**src/rtl/startup_seq_pkg.sv**
```systemverilog
package startup_seq_pkg;

    typedef enum logic [1:0] {
        ST_CLEAR  = 2'd0,
        ST_CONFIG = 2'd1,
        ST_WINDOW = 2'd2,
        ST_USER   = 2'd3
    } seq_state_e;

    localparam int NUM_EVT = 3;
    localparam int EV_DONE = 0;
    localparam int EV_GSR  = 1;
    localparam int EV_IO   = 2;

endpackage

```
**src/rtl/startup_step_ctr.sv**
```systemverilog
module startup_step_ctr #(
    parameter int CNT_W = 3
) (
    input  logic             clk,
    input  logic             rst_n,
    input  logic             clr,
    input  logic             en,
    output logic [CNT_W-1:0] cnt_o
);

    always_ff @(posedge clk or negedge rst_n) begin
        if (!rst_n) begin
            cnt_o <= '0;
        end else if (clr) begin
            cnt_o <= '0;
        end else if (en) begin
            cnt_o <= cnt_o + 1'b1;
        end
    end

endmodule

```
**src/rtl/startup_event_slot.sv**
```systemverilog
module startup_event_slot #(
    parameter int SEL_W   = 2,
    parameter int WIN_LEN = 3,
    parameter int CNT_W   = 3
) (
    input  logic             clk,
    input  logic             rst_n,
    input  logic             clr,
    input  logic             cap,
    input  logic [SEL_W-1:0] sel_i,
    input  logic             win_act,
    input  logic [CNT_W-1:0] step_i,
    output logic             fire_o
);

    localparam logic [SEL_W-1:0] LAST_SLOT = SEL_W'(WIN_LEN - 1);

    logic [SEL_W-1:0] sel_q;
    logic [SEL_W-1:0] slot;

    // selects past the window end saturate onto the last slot
    always_comb begin
        slot = (sel_q > LAST_SLOT) ? LAST_SLOT : sel_q;
    end

    always_ff @(posedge clk or negedge rst_n) begin
        if (!rst_n) begin
            sel_q  <= '0;
            fire_o <= 1'b0;
        end else if (clr) begin
            sel_q  <= '0;
            fire_o <= 1'b0;
        end else begin
            if (cap) begin
                sel_q <= sel_i;
            end
            if (win_act && (int'(slot) == int'(step_i))) begin
                fire_o <= 1'b1;
            end
        end
    end

endmodule

```
**src/rtl/startup_fsm.sv**
```systemverilog
module startup_fsm
    import startup_seq_pkg::*;
#(
    parameter int CLR_CYCLES = 8,
    parameter int WIN_LEN    = 3,
    parameter int CNT_W      = 3
) (
    input  logic             clk,
    input  logic             rst_n,
    input  logic             prog_req_i,
    input  logic             cfg_done_i,
    input  logic [CNT_W-1:0] step_i,
    output seq_state_e       state_o,
    output logic             ctr_clr_o,
    output logic             ctr_en_o,
    output logic             cap_o,
    output logic             win_act_o
);

    localparam logic [CNT_W-1:0] CLR_LAST = CNT_W'(CLR_CYCLES - 1);
    localparam logic [CNT_W-1:0] WIN_LAST = CNT_W'(WIN_LEN - 1);

    seq_state_e state_q;
    seq_state_e state_d;

    always_comb begin
        state_d = state_q;
        if (prog_req_i) begin
            state_d = ST_CLEAR;
        end else begin
            unique case (state_q)
                ST_CLEAR:  if (step_i == CLR_LAST) state_d = ST_CONFIG;
                ST_CONFIG: if (cfg_done_i)         state_d = ST_WINDOW;
                ST_WINDOW: if (step_i == WIN_LAST) state_d = ST_USER;
                ST_USER:   state_d = ST_USER;
                default:   state_d = ST_CLEAR;
            endcase
        end
    end

    always_ff @(posedge clk or negedge rst_n) begin
        if (!rst_n) begin
            state_q <= ST_CLEAR;
        end else begin
            state_q <= state_d;
        end
    end

    always_comb begin
        ctr_clr_o = prog_req_i || (state_d != state_q) || (state_q == ST_CONFIG);
        ctr_en_o  = (state_q == ST_CLEAR) || (state_q == ST_WINDOW);
        cap_o     = (state_q == ST_CONFIG) && cfg_done_i && !prog_req_i;
        win_act_o = (state_q == ST_WINDOW);
    end

    assign state_o = state_q;

endmodule

```
**src/rtl/startup_sequencer.sv**
```systemverilog
module startup_sequencer
    import startup_seq_pkg::*;
#(
    parameter int CLR_CYCLES = 8,
    parameter int WIN_LEN    = 3,
    parameter int SEL_W      = 2
) (
    input  logic             clk,
    input  logic             rst_n,
    input  logic             prog_req_i,
    input  logic             cfg_done_i,
    input  logic [SEL_W-1:0] sel_done_i,
    input  logic [SEL_W-1:0] sel_gsr_i,
    input  logic [SEL_W-1:0] sel_io_i,
    output logic             done_o,
    output logic             gsr_o,
    output logic             io_en_o,
    output logic             init_o,
    output logic             hi_stat_o,
    output logic             lo_stat_o
);

    localparam int CNT_MAX = (CLR_CYCLES > WIN_LEN) ? CLR_CYCLES : WIN_LEN;
    localparam int CNT_W   = (CNT_MAX > 1) ? $clog2(CNT_MAX) : 1;

    seq_state_e       state;
    logic             ctr_clr;
    logic             ctr_en;
    logic             cap;
    logic             win_act;
    logic [CNT_W-1:0] step;
    logic [SEL_W-1:0] sel_arr [NUM_EVT];
    logic [NUM_EVT-1:0] fire;

    assign sel_arr[EV_DONE] = sel_done_i;
    assign sel_arr[EV_GSR]  = sel_gsr_i;
    assign sel_arr[EV_IO]   = sel_io_i;

    startup_fsm #(
        .CLR_CYCLES (CLR_CYCLES),
        .WIN_LEN    (WIN_LEN),
        .CNT_W      (CNT_W)
    ) u_fsm (
        .clk        (clk),
        .rst_n      (rst_n),
        .prog_req_i (prog_req_i),
        .cfg_done_i (cfg_done_i),
        .step_i     (step),
        .state_o    (state),
        .ctr_clr_o  (ctr_clr),
        .ctr_en_o   (ctr_en),
        .cap_o      (cap),
        .win_act_o  (win_act)
    );

    startup_step_ctr #(
        .CNT_W (CNT_W)
    ) u_ctr (
        .clk   (clk),
        .rst_n (rst_n),
        .clr   (ctr_clr),
        .en    (ctr_en),
        .cnt_o (step)
    );

    for (genvar e = 0; e < NUM_EVT; e++) begin : g_evt
        startup_event_slot #(
            .SEL_W   (SEL_W),
            .WIN_LEN (WIN_LEN),
            .CNT_W   (CNT_W)
        ) u_slot (
            .clk     (clk),
            .rst_n   (rst_n),
            .clr     (prog_req_i),
            .cap     (cap),
            .sel_i   (sel_arr[e]),
            .win_act (win_act),
            .step_i  (step),
            .fire_o  (fire[e])
        );
    end

    always_comb begin
        done_o    = fire[EV_DONE];
        gsr_o     = !fire[EV_GSR];
        io_en_o   = fire[EV_IO];
        init_o    = (state != ST_CLEAR);
        hi_stat_o = (state != ST_USER);
        lo_stat_o = (state == ST_USER);
    end

endmodule

```
**config.mk**
```make
export PLATFORM = sky130hd
export DESIGN_NAME = startup_sequencer
export DESIGN_NICKNAME = d
export VERILOG_FILES = /design/src/rtl/startup_seq_pkg.sv /design/src/rtl/startup_step_ctr.sv /design/src/rtl/startup_event_slot.sv /design/src/rtl/startup_fsm.sv /design/src/rtl/startup_sequencer.sv
export SDC_FILE = /design/constraint.sdc
export NUM_CORES = 1
export LEC_CHECK = 0
export ABC_AREA = 1
export BUFFER_PORTS_ARGS = -buffer_cell sky130_fd_sc_hd__buf_2
export CORE_MARGIN = 2
export CORE_UTILIZATION = 29
export DETAILED_ROUTE_END_ITERATION = 10
export PLACE_DENSITY = 0.52
export SLEW_MARGIN = 20
export SYNTH_ARGS = -nofsm -noshare
export SYNTH_HDL_FRONTEND = slang
export SYNTH_HIERARCHICAL = 1
export SYNTH_SLANG_ARGS = --single-unit
```
**constraint.sdc**
```tcl
create_clock -name clk -period 1.4 [get_ports clk]
set_input_delay 0.28 -clock clk [delete_from_list [all_inputs] [get_ports clk]]
set_output_delay 0.28 -clock clk [all_outputs]
set_load 0.02 [all_outputs]
```
==> summary.md <==
| Metric | Value |
|---|---|
| Outcome | complete, but fails checks |
| Failing checks | design-rule violations |
| Number of CTS-inserted buffers | 3 |
| Port Buffer Count | 15 |
| Worst Hold Class | in2reg |
| Layout cells sized above 1 | 30.9% |
| I/O pins | 16 |
| CTS tree | built |
| Worst-path clk slew | around 0.10 ns |
| DR pass1 iterations | 7 |
| Crit-path slowest cell | dfrtp_2 |
| Fmax | 0.759 GHz |
| Static Leakage | approximately 0.56 nW |
| Yosys warns | 6 |
| Clock Path Buffers | 2 |
| Overall power | just over 900 µW |
| Fillers | ~300 |
| DRC | 2 |
| Crit. End Element | output pin |
| Final critical-path share of the clock period | ~94% |
| Area grow syn2layout | 24.5% |
| Cell Int Power | approximately 660 µW |
| Worst-path fanout max | 8 |
| Sequential Power Share | 46.7% |
| Post-synthesis register bit count | 14 |
| Starting density of the core | between 30% and 40% |
| Mean post-synth cell area | roughly 6.8 µm² |
| CTS sink cnt | 14 |
| Nets | ~160 |
| Max Cap Violations | 0 |
| Mapped Cells | between 100 and 150 |
| Worst Clk Skew | around 0.009 ns |
| Die width | between 50 and 60 µm |
| All-Layer GR Usage | 12.3% |
| Net switching power | about 280 µW |
| Routed len/inst | 10.1 µm |
| H-tree Lvls | 1 |
| Worst Reg2Reg Path Length in Cells | 9 |
| Vias in the first global route | around 770 |
| HP Start | sel_done_i[0] |
| Worst Path Class, Setup | reg2out |
| Via density | between 4 and 5 |
| Initial detailed-routing violation count | 17 |
| Setup TNS | 0 ns |
| Core area | about 2800 µm² |
| Combinational power share | between 20% and 30% |
| Total gr overflow | 0 |
| Reg2Reg Capture Point | u_ctr/cnt_o[1] |
| Antenna violations before repair | 0 |
| Min Tclk post-route | approximately 1.3 ns |
| Net Sw Frac | ~30% |
| Diodes inserted | 0 |
| Fin. Hold Viols | 0 |
| Critical Path Max Stage Delay | 0.48 ns |
| Sequential fraction of the synthesis area | between 40 and 50% |
| Post-route ant nets | 0 |
| Pwr Density | 865 nW/µm² |
| Vias | around 810 |
| R2r setup slk | ~0.1 ns |
| Mapped cell area | slightly below 900 µm² |
| GPL Wtd Cong | ~0.77 |
| Die Y | slightly below 60 µm |
| Die ar. | 3450 µm² |
| Largest net degree at the start of global routing | 15 |
| Skew-Pair Late Insertion Delay | 0.28 ns |
| Least-Margin Pin Slew | 0.343 ns |
| Number of max-slew violations in the final report | 0 |
| Hold Crit Endpoint | g_evt[0].u_slot/sel_q[0] |
| HPWL after DPL | about 1.4 mm |
| RR Startpoint | u_fsm/state_o[0] |
| Row Count | 19 |
| First-pass GRT wire length | between 3 and 4 mm |
| CP Launch Type | flop |
| VDD IR max | 0.000451 V |
| Critical Path RT | approximately 1.1 ns |
| Slew headroom | 77.1% |
| Routed WL | between 1.5 and 2 mm |
| Clock network fraction of total power | approximately 32% |
| Hold Crit Depth | 3 |
| Final setup vio count | 0 |
| Post-CTS Setup Inserts | 0 |
| Unrepaired setup endpoints after global routing | no |
| Synth unique cells | 17 |
| Post-Syn Nets | roughly 140 |
| CTS root buf | clkbuf_4 |
| Crit-path cells | nand2_2 > inv_2 > buf_2 |
| Arrival time of the worst setup path | ~1.0 ns |
-- stage by stage --
stage / setup WS [ns] / instance area, µm² / util, % / hold WS [ns] / instances
after global placement: -0.0221 / 1020 / 36.4 / 0.208 / 178
after detailed placement: -0.0332 / 1020 / 36.4 / 0.214 / 178
after floorplan: 0.0349 / 870 / - / -0.0156 / 127
final: 0.0822 / 1080 / 38.6 / 0.229 / 183
after CTS: 0.0117 / 1070 / 38.3 / 0.223 / 183
after global routing: 0.00982 / 1080 / 38.6 / 0.244 / 183
-- Yosys cell counts (all sizes together) --
library cell   n  area [µm²]
or2            3        18.8
nand2         34         143
dfrtp         14         350
inv           35         131
o21ai          7        35.0
a21oi          5        36.3
nor2          11        51.3
nand4          1        6.26
nand3         15        80.1
ha             1        12.5
nor3           1        5.00
-- sequential cells by signal (all words and copies together) (netlist names) --
register	cells
g_evt.u_slot/sel_q	6
g_evt.u_slot/fire_o	3
u_ctr/cnt_o	3
u_fsm/state_o	2
-- layer usage --
layer  global-route usage, %  part of all wire [%]  vias up  wire [µm]
met1                    15.6                    49      365        910
met3                    4.18                   5.4        0         99
met4                   0.974                     0        0          0
met2                    21.3                    45       17        837
met5                       0                     0        -          0
li1                        -                     -      432          -
-- critical path, delay by kind of cell, from the launching register on --
kind | cells | cell delay, ns
flops | 1 | 0.48
simple gates | 1 | 0.10
buf+inv | 2 | 0.17
-- cell families (layout without fill, tap and decap cells) --
family / after synthesis / count (layout) / share of synthesized area, %
and+or+nand+nor: 65 / 65 / 35.0
buffers and inverters: 35 / 60 / 15.1
DFF: 14 / 14 / 40.3
AOI/OAI and AO/OA: 12 / 12 / 8.20
adders and majority gates: 1 / 1 / 1.44
-- power by group through the flow --
| stage | logic [mW] | registers, mW | clock network (mW) |
|---|---|---|---|
| final | 0.198 | 0.437 | 0.300 |
| after global routing | 0.231 | 0.442 | 0.331 |
| after detailed placement | 0.198 | 0.445 | 0 |
| after floorplan | 0.105 | 0.461 | 0 |
| after CTS | 0.201 | 0.437 | 0.321 |
| after global placement | 0.190 | 0.445 | 0 |
-- layout by cell type (no fill, tap or decap), types with 2 or more instances in the layout --
| master | count |
|---|---|
| inv_1 | 30 |
| nand2_1 | 28 |
| buf_2 | 15 |
| nand3_1 | 14 |
| dfrtp_1 | 12 |
| nand2_2 | 6 |
| o21ai_0 | 6 |
| nor2_1 | 6 |
| inv_2 | 5 |
| buf_4 | 5 |
| nor2_2 | 4 |
| clkbuf_4 | 3 |
| or2_1 | 3 |
| a21oi_2 | 3 |
| a21oi_1 | 2 |
| dfrtp_2 | 2 |
-- repair_timing --
action	4_1_cts	5_1_grt
gates resized for setup	2	4
hold buffers	1	0
setup endpoints to repair	8	7
hold endpoints to repair	14	0
-- area by class of cell --
cell class / instances / area (µm²) / share of cell area [%]
Clock buffer: 4 / 36.3 / 3.35
Inverter: 35 / 131 / 12.1
Multi-Input combinational cell: 78 / 400 / 37.0
Sequential cell: 14 / 353 / 32.6
Tap cell: 31 / 38.8 / 3.58
Timing Repair Buffer: 21 / 123 / 11.3
-- how the worst max path moves through the flow --
stage                startpoint                       end  slack [ns]
2_1_floorplan  u_fsm/state_o[0]  g_evt[0].u_slot/sel_q[1]        0.03
3_3_place_gp   u_fsm/state_o[0]  g_evt[0].u_slot/sel_q[1]       -0.02
3_5_place_dp   u_fsm/state_o[0]  g_evt[2].u_slot/sel_q[0]       -0.03
4_1_cts        u_fsm/state_o[0]            u_ctr/cnt_o[1]        0.01
5_1_grt        u_fsm/state_o[1]            u_ctr/cnt_o[1]        0.01
6_report       u_fsm/state_o[0]                 lo_stat_o        0.08
Note: power is estimated with default switching activity, not from simulation.
